File: src/rtl/mmb_pkg.sv
package mmb_pkg;

   // replay sequencer state
   typedef enum logic [1:0] {
      RP_IDLE  = 2'd0,
      RP_FIRST = 2'd1,
      RP_DRAIN = 2'd2
   } rp_state_e;

   // index width for a count of items, never below one bit
   function automatic int unsigned idx_width(input int unsigned n);
      return (n > 1) ? $clog2(n) : 1;
   endfunction

endpackage

File: src/rtl/mmb_pick.sv
module mmb_pick #(
   parameter int unsigned N = 4,
   localparam int unsigned W = mmb_pkg::idx_width(N)
) (
   input  logic [N-1:0] req_i,
   output logic         found_o,
   output logic [W-1:0] idx_o
);

   generate
      if (N == 1) begin : g_single
         assign found_o = req_i[0];
         assign idx_o   = '0;
      end else begin : g_multi
         always_comb begin
            found_o = |req_i;
            idx_o   = '0;
            for (int k = N - 1; k >= 0; k--) begin
               if (req_i[k]) idx_o = W'(k);
            end
         end
      end
   endgenerate

endmodule

File: src/rtl/mmb_entry.sv
module mmb_entry #(
   parameter int unsigned LINE_W = 10,
   parameter int unsigned PTAG_W = 4,
   parameter int unsigned SLOTS  = 4,
   parameter int unsigned OFF_W  = 2,
   localparam int unsigned SL_W  = mmb_pkg::idx_width(SLOTS)
) (
   input  logic                    clk,
   input  logic                    rst_n,
   input  logic                    alloc_i,
   input  logic                    merge_i,
   input  logic [LINE_W-1:0]       line_i,
   input  logic [PTAG_W-1:0]       ptag_i,
   input  logic [OFF_W-1:0]        woff_i,
   input  logic                    issue_i,
   input  logic                    pop_i,
   input  logic [SL_W-1:0]         pop_slot_i,
   output logic                    busy_o,
   output logic                    issued_o,
   output logic                    full_o,
   output logic [LINE_W-1:0]       line_o,
   output logic [SLOTS-1:0]        vld_o,
   output logic [SLOTS*PTAG_W-1:0] ptag_o,
   output logic [SLOTS*OFF_W-1:0]  woff_o
);

   logic                busy_q, issued_q;
   logic [LINE_W-1:0]   line_q;
   logic [SLOTS-1:0]    vld_q, vld_nxt, vld_left;
   logic [PTAG_W-1:0]   ptag_q [SLOTS];
   logic [OFF_W-1:0]    woff_q [SLOTS];
   logic                free_found;
   logic [SL_W-1:0]     free_slot, wr_slot;
   logic [SLOTS-1:0]    pop_mask;

   mmb_pick #(.N(SLOTS)) u_free_slot (
      .req_i   (~vld_q),
      .found_o (free_found),
      .idx_o   (free_slot)
   );

   assign full_o   = ~free_found;
   assign wr_slot  = alloc_i ? '0 : free_slot;
   assign pop_mask = SLOTS'(1) << pop_slot_i;
   assign vld_left = vld_q & ~pop_mask;

   always_comb begin
      vld_nxt = vld_q;
      if (alloc_i)
         vld_nxt = SLOTS'(1);
      else if (merge_i)
         vld_nxt = vld_q | (SLOTS'(1) << free_slot);
      else if (pop_i)
         vld_nxt = vld_left;
   end

   always_ff @(posedge clk) begin
      if (!rst_n) begin
         busy_q   <= 1'b0;
         issued_q <= 1'b0;
         line_q   <= '0;
         vld_q    <= '0;
         for (int s = 0; s < SLOTS; s++) begin
            ptag_q[s] <= '0;
            woff_q[s] <= '0;
         end
      end else begin
         vld_q <= vld_nxt;
         if (issue_i) issued_q <= 1'b1;
         if (alloc_i) begin
            busy_q   <= 1'b1;
            issued_q <= 1'b0;
            line_q   <= line_i;
         end
         if (alloc_i || merge_i) begin
            ptag_q[wr_slot] <= ptag_i;
            woff_q[wr_slot] <= woff_i;
         end
         if (pop_i && !alloc_i && vld_left == '0) busy_q <= 1'b0;
      end
   end

   assign busy_o   = busy_q;
   assign issued_o = issued_q;
   assign line_o   = line_q;
   assign vld_o    = vld_q;

   generate
      for (genvar s = 0; s < SLOTS; s++) begin : g_flat
         assign ptag_o[s*PTAG_W +: PTAG_W] = ptag_q[s];
         assign woff_o[s*OFF_W +: OFF_W]   = woff_q[s];
      end
   endgenerate

   // only a free entry may be claimed
   assert_alloc_free_R1: assert property (@(posedge clk) disable iff (!rst_n)
      alloc_i |-> !busy_q);

   // a read leaves an entry at most once per allocation
   assert_one_read_R2: assert property (@(posedge clk) disable iff (!rst_n)
      issue_i |-> (busy_q && !issued_q));

   // merging needs a busy entry with room
   assert_merge_room_R4: assert property (@(posedge clk) disable iff (!rst_n)
      merge_i |-> (busy_q && free_found));

   // an entry retires only through a replay pop
   assert_free_after_last_R7: assert property (@(posedge clk) disable iff (!rst_n)
      $fell(busy_q) |-> $past(pop_i));

endmodule

File: src/rtl/mmb_replay.sv
module mmb_replay
   import mmb_pkg::*;
#(
   parameter int unsigned NUM_ENT    = 4,
   parameter int unsigned SLOTS      = 4,
   parameter int unsigned PTAG_W     = 4,
   parameter int unsigned DATA_W     = 16,
   parameter int unsigned LINE_WORDS = 4,
   localparam int unsigned IDX_W     = idx_width(NUM_ENT),
   localparam int unsigned SL_W      = idx_width(SLOTS),
   localparam int unsigned OFF_W     = $clog2(LINE_WORDS),
   localparam int unsigned LDATA_W   = LINE_WORDS * DATA_W
) (
   input  logic                    clk,
   input  logic                    rst_n,
   input  logic                    fill_valid_i,
   input  logic [IDX_W-1:0]        fill_id_i,
   input  logic [LDATA_W-1:0]      fill_data_i,
   input  logic [SLOTS-1:0]        sel_vld_i,
   input  logic [SLOTS*PTAG_W-1:0] sel_ptag_i,
   input  logic [SLOTS*OFF_W-1:0]  sel_woff_i,
   output logic                    fill_ready_o,
   output logic                    busy_o,
   output logic                    first_o,
   output logic [IDX_W-1:0]        idx_o,
   output logic [LDATA_W-1:0]      data_o,
   output logic                    pop_o,
   output logic [SL_W-1:0]         pop_slot_o,
   output logic                    resp_valid_o,
   output logic [PTAG_W-1:0]       resp_ptag_o,
   output logic [DATA_W-1:0]       resp_data_o
);

   rp_state_e          state_q;
   logic [IDX_W-1:0]   idx_q;
   logic [LDATA_W-1:0] data_q;
   logic               slot_found, last_slot;
   logic [SL_W-1:0]    slot;
   logic [OFF_W-1:0]   woff;

   mmb_pick #(.N(SLOTS)) u_slot_pick (
      .req_i   (sel_vld_i),
      .found_o (slot_found),
      .idx_o   (slot)
   );

   assign fill_ready_o = (state_q == RP_IDLE);
   assign busy_o       = (state_q != RP_IDLE);
   assign first_o      = (state_q == RP_FIRST);
   assign idx_o        = idx_q;
   assign data_o       = data_q;
   assign pop_o        = busy_o && slot_found;
   assign pop_slot_o   = slot;
   assign last_slot    = ($countones(sel_vld_i) == 1);
   assign woff         = sel_woff_i[slot*OFF_W +: OFF_W];

   assign resp_valid_o = pop_o;
   assign resp_ptag_o  = sel_ptag_i[slot*PTAG_W +: PTAG_W];
   assign resp_data_o  = data_q[woff*DATA_W +: DATA_W];

   always_ff @(posedge clk) begin
      if (!rst_n) begin
         state_q <= RP_IDLE;
         idx_q   <= '0;
         data_q  <= '0;
      end else begin
         unique case (state_q)
            RP_IDLE: begin
               if (fill_valid_i) begin
                  state_q <= RP_FIRST;
                  idx_q   <= fill_id_i;
                  data_q  <= fill_data_i;
               end
            end
            RP_FIRST, RP_DRAIN: begin
               if (!slot_found || last_slot) state_q <= RP_IDLE;
               else                         state_q <= RP_DRAIN;
            end
            default: state_q <= RP_IDLE;
         endcase
      end
   end

   // the cache array is written in one cycle only
   assert_single_write_R6: assert property (@(posedge clk) disable iff (!rst_n)
      first_o |=> !first_o);

   // a replaying entry always has a waiting load
   assert_resp_has_slot_R5: assert property (@(posedge clk) disable iff (!rst_n)
      busy_o |-> (|sel_vld_i));

endmodule

File: src/rtl/miss_merge_buf.sv
module miss_merge_buf
   import mmb_pkg::*;
#(
   parameter int unsigned ADDR_W     = 12,
   parameter int unsigned PTAG_W     = 4,
   parameter int unsigned DATA_W     = 16,
   parameter int unsigned NUM_ENT    = 4,
   parameter int unsigned SLOTS      = 4,
   parameter int unsigned LINE_WORDS = 4,
   localparam int unsigned OFF_W     = $clog2(LINE_WORDS),
   localparam int unsigned LINE_W    = ADDR_W - OFF_W,
   localparam int unsigned IDX_W     = idx_width(NUM_ENT),
   localparam int unsigned SL_W      = idx_width(SLOTS),
   localparam int unsigned LDATA_W   = LINE_WORDS * DATA_W
) (
   input  logic               clk,
   input  logic               rst_n,
   input  logic               ld_valid,
   input  logic [ADDR_W-1:0]  ld_addr,
   input  logic [PTAG_W-1:0]  ld_ptag,
   output logic               ld_stall,
   input  logic               st_valid,
   input  logic [ADDR_W-1:0]  st_addr,
   output logic               st_stall,
   output logic               rd_req_valid,
   input  logic               rd_req_ready,
   output logic [LINE_W-1:0]  rd_req_line,
   output logic [IDX_W-1:0]   rd_req_id,
   input  logic               fill_valid,
   output logic               fill_ready,
   input  logic [IDX_W-1:0]   fill_id,
   input  logic [LDATA_W-1:0] fill_data,
   output logic               cwr_valid,
   output logic [LINE_W-1:0]  cwr_line,
   output logic [LDATA_W-1:0] cwr_data,
   output logic               resp_valid,
   output logic [PTAG_W-1:0]  resp_ptag,
   output logic [DATA_W-1:0]  resp_data
);

   generate
      if (LINE_WORDS < 2 || (LINE_WORDS & (LINE_WORDS - 1)) != 0) begin : g_bad_words
         $error("line word count must be a power of two of at least 2");
      end
      if (ADDR_W <= OFF_W) begin : g_bad_addr
         $error("address must be wider than the word offset");
      end
      if (NUM_ENT < 1 || SLOTS < 1) begin : g_bad_count
         $error("entry and slot counts must be positive");
      end
   endgenerate

   logic [LINE_W-1:0]       ld_line, st_line;
   logic [OFF_W-1:0]        ld_woff;
   logic [NUM_ENT-1:0]      ent_busy, ent_issued, ent_full;
   logic [NUM_ENT-1:0]      ld_match, st_match, rd_pend;
   logic [NUM_ENT-1:0]      alloc_v, merge_v, issue_v, pop_v;
   logic [LINE_W-1:0]       ent_line [NUM_ENT];
   logic [SLOTS-1:0]        ent_vld  [NUM_ENT];
   logic [SLOTS*PTAG_W-1:0] ent_ptag [NUM_ENT];
   logic [SLOTS*OFF_W-1:0]  ent_woff [NUM_ENT];

   logic                    ld_hit, ld_acc, any_free, match_full, match_replay;
   logic [IDX_W-1:0]        free_idx, unused_hit_idx;

   logic                    rp_busy, rp_first, rp_pop;
   logic [IDX_W-1:0]        rp_idx;
   logic [SL_W-1:0]         rp_slot;
   logic [LDATA_W-1:0]      rp_data;

   assign ld_line = ld_addr[ADDR_W-1:OFF_W];
   assign ld_woff = ld_addr[OFF_W-1:0];
   assign st_line = st_addr[ADDR_W-1:OFF_W];

   // free entry and pending request selection
   mmb_pick #(.N(NUM_ENT)) u_free_pick (
      .req_i   (~ent_busy),
      .found_o (any_free),
      .idx_o   (free_idx)
   );

   mmb_pick #(.N(NUM_ENT)) u_req_pick (
      .req_i   (rd_pend),
      .found_o (rd_req_valid),
      .idx_o   (rd_req_id)
   );

   mmb_pick #(.N(NUM_ENT)) u_hit_pick (
      .req_i   (ld_match),
      .found_o (ld_hit),
      .idx_o   (unused_hit_idx)
   );

   assign match_full   = |(ld_match & ent_full);
   assign match_replay = rp_busy && ld_match[rp_idx];
   assign ld_stall     = ld_valid && (ld_hit ? (match_full || match_replay) : !any_free);
   assign ld_acc       = ld_valid && !ld_stall;
   assign st_stall     = st_valid && (|st_match);
   assign rd_req_line  = ent_line[rd_req_id];

   generate
      for (genvar e = 0; e < NUM_ENT; e++) begin : g_ent
         assign ld_match[e] = ent_busy[e] && (ent_line[e] == ld_line);
         assign st_match[e] = ent_busy[e] && (ent_line[e] == st_line);
         assign rd_pend[e]  = ent_busy[e] && !ent_issued[e];
         assign alloc_v[e]  = ld_acc && !ld_hit && (free_idx == IDX_W'(e));
         assign merge_v[e]  = ld_acc && ld_match[e];
         assign issue_v[e]  = rd_req_valid && rd_req_ready && (rd_req_id == IDX_W'(e));
         assign pop_v[e]    = rp_pop && (rp_idx == IDX_W'(e));

         mmb_entry #(
            .LINE_W (LINE_W),
            .PTAG_W (PTAG_W),
            .SLOTS  (SLOTS),
            .OFF_W  (OFF_W)
         ) u_entry (
            .clk        (clk),
            .rst_n      (rst_n),
            .alloc_i    (alloc_v[e]),
            .merge_i    (merge_v[e]),
            .line_i     (ld_line),
            .ptag_i     (ld_ptag),
            .woff_i     (ld_woff),
            .issue_i    (issue_v[e]),
            .pop_i      (pop_v[e]),
            .pop_slot_i (rp_slot),
            .busy_o     (ent_busy[e]),
            .issued_o   (ent_issued[e]),
            .full_o     (ent_full[e]),
            .line_o     (ent_line[e]),
            .vld_o      (ent_vld[e]),
            .ptag_o     (ent_ptag[e]),
            .woff_o     (ent_woff[e])
         );
      end
   endgenerate

   mmb_replay #(
      .NUM_ENT    (NUM_ENT),
      .SLOTS      (SLOTS),
      .PTAG_W     (PTAG_W),
      .DATA_W     (DATA_W),
      .LINE_WORDS (LINE_WORDS)
   ) u_replay (
      .clk          (clk),
      .rst_n        (rst_n),
      .fill_valid_i (fill_valid),
      .fill_id_i    (fill_id),
      .fill_data_i  (fill_data),
      .sel_vld_i    (ent_vld[rp_idx]),
      .sel_ptag_i   (ent_ptag[rp_idx]),
      .sel_woff_i   (ent_woff[rp_idx]),
      .fill_ready_o (fill_ready),
      .busy_o       (rp_busy),
      .first_o      (rp_first),
      .idx_o        (rp_idx),
      .data_o       (rp_data),
      .pop_o        (rp_pop),
      .pop_slot_o   (rp_slot),
      .resp_valid_o (resp_valid),
      .resp_ptag_o  (resp_ptag),
      .resp_data_o  (resp_data)
   );

   assign cwr_valid = rp_first;
   assign cwr_line  = ent_line[rp_idx];
   assign cwr_data  = rp_data;

   // one line never lives in two entries
   assert_single_match_R3: assert property (@(posedge clk) disable iff (!rst_n)
      $onehot0(ld_match));

   // with nothing tracked, stores always proceed
   assert_store_idle_R8: assert property (@(posedge clk) disable iff (!rst_n)
      (ent_busy == '0) |-> !st_stall);

endmodule

File: config.mk
export PLATFORM = sky130hd
export DESIGN_NAME = miss_merge_buf
export DESIGN_NICKNAME = d
export VERILOG_FILES = /design/src/rtl/mmb_pkg.sv /design/src/rtl/mmb_pick.sv /design/src/rtl/mmb_entry.sv /design/src/rtl/mmb_replay.sv /design/src/rtl/miss_merge_buf.sv
export SDC_FILE = /design/constraint.sdc
export NUM_CORES = 1
export LEC_CHECK = 0
export ABC_AREA = 1
export BUFFER_PORTS_ARGS = -buffer_cell sky130_fd_sc_hd__buf_2
export CAP_MARGIN = 20
export CELL_PAD_IN_SITES_DETAIL_PLACEMENT = 0
export CELL_PAD_IN_SITES_GLOBAL_PLACEMENT = 1
export CORE_MARGIN = 5
export CORE_UTILIZATION = 40
export CTS_BUF_LIST = sky130_fd_sc_hd__clkbuf_8
export CTS_CLUSTER_SIZE = 24
export DETAILED_ROUTE_END_ITERATION = 10
export PLACE_DENSITY = 0.81
export REMOVE_ABC_BUFFERS = 1
export SETUP_SLACK_MARGIN = 0.3
export SYNTH_ARGS = -nofsm -noshare
export SYNTH_HDL_FRONTEND = slang
export SYNTH_SLANG_ARGS = --single-unit
export TNS_END_PERCENT = 10
File: constraint.sdc
create_clock -name clk -period 6.2 [get_ports clk]
set_input_delay 1.24 -clock clk [delete_from_list [all_inputs] [get_ports clk]]
set_output_delay 1.24 -clock clk [all_outputs]
set_load 0.01 [all_outputs]
# After elaboration in Yosys (flattened, before gate mapping)
# Memory sizes are Yosys's and may differ from the RTL's.
# Cells that the tools add are included.
[word_totals]
input_bits = 100
register_bits = 132
mem_bits_rw = 96
output_inout_bits = 112
memories = 8
[mem_list]
columns = ["name", "words", "word_bits", "read_ports", "rd_clocked_by_memory_dff", "wr", "line_no", "source"]
rows = [
  ["g_ent[0].u_entry.ptag_q", 4, 4, 4, 0, 4, "mmb_entry.sv:30", "logic [PTAG_W-1:0] ptag_q [SLOTS];"],
  ["g_ent[1].u_entry.ptag_q", 4, 4, 4, 0, 4, "mmb_entry.sv:30", ""],
  ["g_ent[2].u_entry.ptag_q", 4, 4, 4, 0, 4, "mmb_entry.sv:30", ""],
  ["g_ent[3].u_entry.ptag_q", 4, 4, 4, 0, 4, "mmb_entry.sv:30", ""],
  ["g_ent[0].u_entry.woff_q", 4, 2, 4, 0, 4, "mmb_entry.sv:31", "logic [OFF_W-1:0] woff_q [SLOTS];"],
  ["g_ent[1].u_entry.woff_q", 4, 2, 4, 0, 4, "mmb_entry.sv:31", ""],
  ["+2 memories", "--", "--", "--", "--", "--", "--", ""],
]
[classes]
reduce_logical = 106
bitwise_logic = 22
muxes = 102
shifts = 8
add_sub_neg = 3
n_lt_le_gt_ge = 3
eq_ne = 21
[op_table]
columns = ["op", "count"]
rows = [
  ["2-bit 2-to-1 mux", 46],
  ["10-bit equality test", 8],
  ["64-bit by 7-bit indexed part select with 16-bit output", 1],
  ["4-bit 2-to-1 mux", 14],
  ["4-bit OR reduction", 14],
  ["1-bit logical AND", 43],
  ["10-bit binary-select mux with 2-bit select", 2],
  ["10-bit 2-to-1 mux", 4],
  ["32-bit adder", 1],
  ["16-bit binary-select mux with 2-bit select", 1],
  ["32-bit by 2-bit equality test with 1-bit output (second input constant)", 1],
  ["16-bit 2-to-1 mux", 2],
  ["1-bit 2-to-1 mux", 27],
  ["2-bit OR reduction", 13],
  ["4-bit NOT", 6],
  ["4-bit bitwise AND", 5],
  ["1-bit by 2-bit << shifter with 4-bit output (first input constant)", 5],
  ["8-bit binary-select mux with 2-bit select", 1],
  ["4-bit logical NOT", 4],
  ["8-bit 2-to-1 mux", 2],
  ["4-bit OR", 4],
  ["16-bit by 5-bit indexed part select with 4-bit output", 1],
  ["2-bit equality test (second input constant)", 7],
  ["1-bit logical NOT", 12],
  ["other kinds (16)", 41],
]

# Longest topological paths before layout
# Gate-level depths: netlist (run 1).
[depth]
depth_word = 18
depth_mapped = 22

# Hierarchy
# From an unflattened synthesis (run 1), not the netlist that was laid out.
[unflattened]
cells_unflattened = 1740
hier_area_um2 = 12680.9
[by_module_without_submodules]
columns = ["module", "area_per_inst_um2", "instances", "cells_per_inst"]
rows = [
  ["mmb_replay", 3395.8, 1, 478],
  ["mmb_entry at g_ent[2].u_entry ...", 1556.5, 2, 164],
  ["miss_merge_buf", 2635.0, 1, 531],
  ["mmb_entry at g_ent[1].u_entry", 1605.3, 1, 166],
  ["mmb_entry at g_ent[0].u_entry", 1561.5, 1, 165],
  ["mmb_pick", 46.3, 8, 9],
]

# Worst setup path before layout (run 1)
# No wires, ideal clock.
[synth_timing]
path_kind = "reg-to-output"
from = "register u_replay.idx_q[1] (netlist: u_replay.idx_o[1])"
to = "output port resp_data[0]"
path_buffers = 3
stages_incl_launch_ff = 22
slack_ps = 2283
arrival_time_ps = 2677
required_time_ps = 4960
path_cell_list = "dfxtp_1 -> nor2_2 -> buf_4 -> inv_2 -> clkbuf_1 -> o22ai_1 -> a21oi_1 -> o21a_1 -> inv_1 -> ha_1 -> inv_1 -> nand2_1 -> nand2_1 -> nand2_4 -> inv_2 -> o21ai_2 -> o21a_2 -> nand2_2 -> buf_4 -> nand2_1 -> nand3_1 -> nand2_1"
[synth_via]
elab_chain_cells = 10
word_cells_on_any_way = 13
classes_between = "shift: 2; mux: 10; bitwise: 1"
[synth_rtl]
columns = ["item", "line_no", "source"]
rows = [
  ["start: declaration", "mmb_replay.sv:35", "logic [IDX_W-1:0] idx_q;"],
  ["start signal: assignment", "mmb_replay.sv:71", "idx_q <= fill_id_i;"],
  ["2-bit NOT with 3-bit output (not written as such) (*)", "miss_merge_buf.sv:150, miss_merge_buf.sv:152", ""],
  ["4-bit binary-select mux with 2-bit select", "miss_merge_buf.sv:150", ".sel_vld_i (ent_vld[rp_idx]),"],
  ["4-bit 2-to-1 mux (not written as such) (2 in a row)", "miss_merge_buf.sv:150", ""],
  ["2-bit 2-to-1 mux (4 in a row)", "mmb_pick.sv:19", "if (req_i[k]) idx_o = W'(k);"],
  ["8-bit by 4-bit indexed part select with 2-bit output (*)", "mmb_replay.sv:55", "assign woff = sel_woff_i[slot*OFF_W +: OFF_W];"],
  ["64-bit by 7-bit indexed part select with 16-bit output (*)", "mmb_replay.sv:59", "assign resp_data_o = data_q[woff*DATA_W +: DATA_W];"],
  ["end: declaration", "miss_merge_buf.sv:38", "output logic [DATA_W-1:0] resp_data"],
]
# Mark *: on every way between the ends. The rest lies on a longest branch, timed or not. The select of a mux whose other input is x is not followed.

# Worst setup path in the final report (run 1)
[layout_timing]
from = "register u_replay.idx_q[0] (netlist: u_replay.idx_o[0])"
to = "output port resp_data[6]"
# The elaborated chain is that of the path after synthesis.

==> results of run 1 <==
==> layout make-up <==
type	count	area, um^2	area share
inverters	179	672	0.0456
multi-input cells	1123	5990	0.407
clock buffers	55	757	0.0514
flip-flops and latches	228	5530	0.375
repair buffers	221	1140	0.0774
clock inverters	21	134	0.00910
well taps	402	503	0.0342
==> cell families (layout without fill, tap and decap cells) <==
family                   count (synthesis)  count (layout)  share of synthesized area
AND/OR/NAND/NOR                        692             692                      0.265
AO/OA/AOI/OAI                          406             406                      0.187
buffers and inverters                  265             476                     0.0880
flip-flops                             228             228                      0.438
XOR/XNOR                                16              16                     0.0123
adder cells (fa/ha/maj)                  9               9                    0.00952
==> registers in the layout, indices dropped and copies added, names as in the netlist <==
register                count
u_replay.data_o            64
g_ent.u_entry.ptag_q       64
g_ent.u_entry.busy_o        4
g_ent.u_entry.woff_q       32
u_replay.state_q            2
u_replay.idx_o              2
g_ent.u_entry.issued_o      4
g_ent.u_entry.line_o       40
g_ent.u_entry.vld_o        16
==> per-stage QoR <==
step	instance area, um^2	util	setup slack (ns)	total power, W
final	14700	0.469	0.973	0.00418
after global placement	13800	0.440	1.36	0.00268
after global routing	14700	0.469	0.589	0.00438
after floorplan	12200	-	0.794	0.00228
after CTS	14700	0.469	0.978	0.00421
after detailed placement	13800	0.440	1.32	0.00269
==> worst paths after layout <==
| path | endpoint |
|---|---|
| worst min-delay path | g_ent[1].u_entry.issued_o$_SDFFE_PP0P_ |
| worst max register to register | g_ent[1].u_entry.ptag_q[2][2]$_SDFFCE_PN0P_ |
| worst max-delay path | resp_data[6] |
| worst min register to register | g_ent[1].u_entry.issued_o$_SDFFE_PP0P_ |
==> power breakdown <==
group          internal, W  switching, W
combinational     0.000309      0.000641
sequential         0.00166     0.0000650
clock             0.000844      0.000670
==> cell usage after synthesis (all sizes together) <==
cell type | n | area [um^2]
a221oi | 4 | 52.6
inv | 176 | 661
a31oi | 14 | 87.6
o22ai | 46 | 288
xnor2 | 6 | 67.6
dfxtp | 132 | 2640
o21ai | 157 | 793
nand2 | 292 | 1150
fa | 1 | 20.0
a2111oi | 6 | 52.6
edfxtp | 96 | 2880
a22oi | 33 | 248
a41oi | 1 | 8.76
o21bai | 2 | 15.0
clkinv | 3 | 11.3
nand3 | 84 | 548
a21oi | 116 | 584
clkbuf | 52 | 195
or3b | 1 | 8.76
nor2 | 161 | 641
o2111ai | 2 | 17.5
xor2 | 10 | 87.6
nand4 | 15 | 93.8
o21a | 5 | 38.8
buf | 34 | 244
nor4 | 7 | 43.8
o221ai | 14 | 129
nor3b | 4 | 30.0
o211ai | 4 | 30.0
o22a | 1 | 8.76
o31ai | 1 | 7.51
nand3b | 37 | 278
nor3 | 90 | 546
and2 | 1 | 6.26
ha | 8 | 100
==> cells in the final DEF (no fill, tap or decap), drive strengths merged <==
cell type and n:
nand2 292, buf 221, inv 188, nor2 161, o21ai 157, dfxtp 132, a21oi 116, edfxtp 96
nor3 90, nand3 84, clkbuf 55, o22ai 46, nand3b 37, a22oi 33, nand4 15, a31oi 14
o221ai 14, clkinv 11, xor2 10, ha 8, nor4 7, a2111oi 6, xnor2 6, o21a 5
o211ai 4, nor3b 4, a221oi 4, o2111ai 2, o21bai 2, o22a 1, and2 1, a41oi 1
or3b 1, o31ai 1, fa 1, bufinv 1
==> worst max-delay path, stage by stage, from the launching register on <==
cell and delay [ns]:
dfxtp_1 0.32, inv_1 0.10, nor2_2 0.05, inv_2 0.24, o22ai_1 0.14, a21oi_1 0.16, o21a_1 0.19, inv_1 0.07
ha_1 0.22, inv_1 0.14, nand2_1 0.11, nand2_1 0.14, nand2_4 0.10, inv_2 0.15, o21ai_2 0.08, o21a_2 0.13
nand2_2 0.54, nand2_1 0.11, nand3_1 0.17, nand2_1 0.07, buf_2 0.15
==> routing by layer <==
metal | vias up | part of all wire | GRT usage
met1 | 5812 | 0.41 | 0.312
met5 | - | 0.00029 | 0
li1 | 5935 | - | -
met2 | 619 | 0.47 | 0.409
met4 | 2 | 0.036 | 0.0850
met3 | 115 | 0.082 | 0.0506
==> flow_summary.yaml, run 1 <==
outcome:
  status: "finished, final reports clean"
placed_design:
  port_buffers: 209
  placed_cells: 2153
  place.gp.congestion: 0.957
  hpwlAfterDp_um: 31500
synthesis:
  ys_ff_latch: 228
  avgSynthCellArea_um2: 7.81
  synth_warnings: 0
  netlist_instances: 1616
  synth_cell_types: 54
  netlist_area_mm2: 0.0126
  yosysSeqAreaShare: 0.438
worst_setup_path:
  cp-start-kind: "flop"
  cp_max_fo: 32
  r2r_start: "u_replay.idx_o[0]$_SDFFE_PN0P_"
  startpoint: "u_replay.idx_o[0]$_SDFFE_PN0P_"
  cp.arrival_ns: 3.99
  setup.worst_path.end_class: "primary output"
  worstPathRequired_ns: 4.96
  r2r_cells: 11
  ff2ff_setup_slack_ns: 1.88
  critical_path_class: "flop to primary output"
grt:
  grt_pass1_wl_um: 68400
  grt_max_degree: 100
  antenna_found_initial: 1
  track_usage: 0.243
  grt-ovfl-total: 0
  grt_pass1_vias: 11923
floorplan:
  dieArea_mm2: 0.0352
  row_count: 65
  die_h_um: 188
  io_pins: 212
  core_area_mm2: 0.0314
  dieWidth_um: 188
  start_util: 0.402
clocking:
  clk_path_buf_depth: 3
  cts_resized: 0
  cts.clk_slew.worst_paths_ns: 0.06
  cts.sinks: 228
  h-tree-depth: 2
  ctsHoldBuffers: 0
  worstSkewPairLatency_ns: 0.58
  clockRootBuffer: "clkbuf_8"
  cts_made_buffers: 42
  postCtsSetupRepairBufs: 0
  cts_tree: "done"
detailed_routing:
  routed_wl_um: 44800
  dr.pass1.iters: 8
  ant_nets: 0
  wl_per_cell_um: 20.1
  vias_per_cell: 5.60
  drc: 0
  first_iter_violations: 1080
  vias: 12483
timing:
  fin_skew_ns: 0.0300
  hold_viol_final: 0
  timing.setup.tns_ns: 0
  clock.fmax_mhz: 191
  layout_min_cycle_time_ns: 5.23
  rsz0062_at_grt: "no"
  tightest_slew_ns: 0.987
  maxSlewHeadroom: 0.335
  min_period_over_period: 0.843
  slew_viol_final: 0
  whs_ns: 0.446
  setup_viol_count_final: 0
layout:
  n_antenna_cell: 0
  stdcell_count: 2229
  final_layout_size_suffix_gt1_frac: 0.203
  nNetsFinal: 1904
  syn_to_final_growth_pct: 16.6
  nFillCells: 3187
hold_path:
  worstHoldPathCells: 2
  hp-class: "flop to flop"
  worstHoldStart: "g_ent[1].u_entry.issued_o$_SDFFE_PP0P_"
run:
  max-cap-violations: 0
power:
  powerDensity_mw_per_mm2: 284
  peakVddDrop_mv: 0.202
  leakage_nw: 6.34
No activity file was read; power rests on OpenSTA's default activity.
==> inputs of run 2 (changes only) <==
Clock period 6.2 ns to 5.4 ns, I/O delays scaled along.
==> flow_summary.yaml, run 2 (synthesis results as in run 1) <==
worst_setup_path:
  cpMaxStageDelayCell: "dfxtp_1"
  r2r_start: "u_replay.idx_o[1]$_SDFFE_PN0P_"
  worstPathRequired_ns: 4.32
  critical_path_class: "flop to primary output"
  cp_cell_sequence: "nand2_1 > clkinvlp_4 > a21oi_1 > o21a_1 > ha_1 > inv_1 > nand2_1 > nand2_1 > nand2_4 > inv_2 > o21ai_1 > nand3_4 > inv_4 > nand3_1 > nand2_1 > buf_2"
  slowest_delay_ns: 0.35
  cp_max_fo: 17
  cp.arrival_ns: 3.73
  cp-start-kind: "flop"
  cp_top_family: "simple AND/OR/NAND/NOR gates"
  setup.worst_path.end_class: "primary output"
  worst_path_most_repeated_cell: "nand2_1"
  startpoint: "u_replay.idx_o[1]$_SDFFE_PN0P_"
  worst-path-buf-inv: 5
grt:
  grt_pass1_vias: 11939
  grt_pass1_wl_um: 69200
  grt_max_degree: 100
  grt-ovfl-total: 0
  antenna_found_initial: 1
  track_usage: 0.246
power:
  peakVddDrop_mv: 0.156
  leakage_nw: 6.37
  powerDensity_mw_per_mm2: 323
detailed_routing:
  routed_wl_um: 45700
  ant_nets: 0
  vias: 12525
  first_iter_violations: 1225
  vias_per_cell: 5.59
  wl_per_cell_um: 20.4
  dr.pass1.iters: 5
  drc: 0
hold_path:
  hp-class: "flop to flop"
  worstHoldStart: "g_ent[1].u_entry.issued_o$_SDFFE_PP0P_"
placed_design:
  place.gp.congestion: 0.967
  hpwlAfterDp_um: 32400
  placed_cells: 2159
  port_buffers: 209
layout:
  final_layout_size_suffix_gt1_frac: 0.205
  syn_to_final_growth_pct: 17.4
  nNetsFinal: 1913
  final_common_cell: "nand2_1"
  mostFrequentLayoutCells: "276 x nand2_1, 208 x buf_2, 168 x inv_1, 153 x nor2_1, 147 x o21ai_0"
  stdcell_count: 2241
  post-route-util: 0.472
floorplan:
  dieArea_mm2: 0.0352
  dieWidth_um: 188
  core_area_mm2: 0.0314
  io_pins: 212
  die_h_um: 188
  row_count: 65
  start_util: 0.402
timing:
  slew_viol_final: 0
  maxSlewHeadroom: 0.405
  whs_ns: 0.449
  fin_skew_ns: 0.0392
  clock.fmax_mhz: 208
  tightest_slew_ns: 0.892
  hold_viol_final: 0
  rsz0062_at_grt: "yes"
  layout_min_cycle_time_ns: 4.81
  timing.setup.tns_ns: 0
  setup_viol_count_final: 0
  min_period_over_period: 0.891
outcome:
  status: "finished, final reports clean"
clocking:
  cts_tree: "done"
  cts_made_buffers: 42
  cts.sinks: 228
  h-tree-depth: 2
  worstSkewPairLatency_ns: 0.57
  cts.clk_slew.worst_paths_ns: 0.05
  clockRootBuffer: "clkbuf_8"
  clk_path_buf_depth: 3
  ctsHoldBuffers: 0
run:
  max-cap-violations: 0
==> run 2: final cells by class <==
cell class / count / area [um^2]
clock inverter: 27 / 156
inverter: 179 / 678
clock buffer: 51 / 702
sequential: 228 / 5530
tap: 402 / 503
multi-input combinational: 1124 / 6030
timing repair buffer: 229 / 1220
fill: 3219 / 16600
antenna: 1 / 2.50
==> run 2: final timing paths <==
path         cells past startpoint  slack [ns]                                           to
min                              2        0.45       g_ent[1].u_entry.issued_o$_SDFFE_PP0P_
max reg2reg                     11        1.39  g_ent[3].u_entry.ptag_q[0][0]$_SDFFCE_PN0P_
max                             16        0.59                                resp_data[12]
min reg2reg                      2        0.45       g_ent[1].u_entry.issued_o$_SDFFE_PP0P_
==> run 2: repair_timing <==
action,4_1_cts,5_1_grt
buffers inserted,0,2
resized for setup,2,5
setup endpoints to repair,16,16
cloned,0,1
==> run 2: worst reg2reg max path: stages (launching register included) <==
cell and delay [ns]:
dfxtp_1 0.42, nand2_1 0.22, buf_4 0.33, clkinv_1 0.38
nand2_1 0.12, nand3_2 0.13, nand3_4 0.10, nor2_8 0.21
nand3_4 0.36, nand2_2 0.24, nand3_2 0.36, o21ai_0 0.77
==> run 2: report_power, final <==
part	internal, W	switching, W
Clock	0.000913	0.000771
Sequential	0.00190	0.0000734
Combinational	0.000370	0.000751
Total	0.00318	0.00160
==> run 2: per-layer routing <==
layer  up-vias  GRT usage  part of all wire
met5         -          0                 0
met2       563      0.408              0.48
met3       107     0.0484             0.078
met4         0     0.0822             0.031
li1       5962          -                 -
met1      5893      0.324              0.41
==> run 2: through the flow <==
step           instance area [um^2]  total power, W  worst slack [ns]
2_1_floorplan                 12200         0.00262             0.154
3_3_place_gp                  13900         0.00309             0.501
3_5_place_dp                  13900         0.00310             0.360
4_1_cts                       14800         0.00478             0.313
5_1_grt                       14800         0.00502             0.280
6_report                      14800         0.00478             0.588
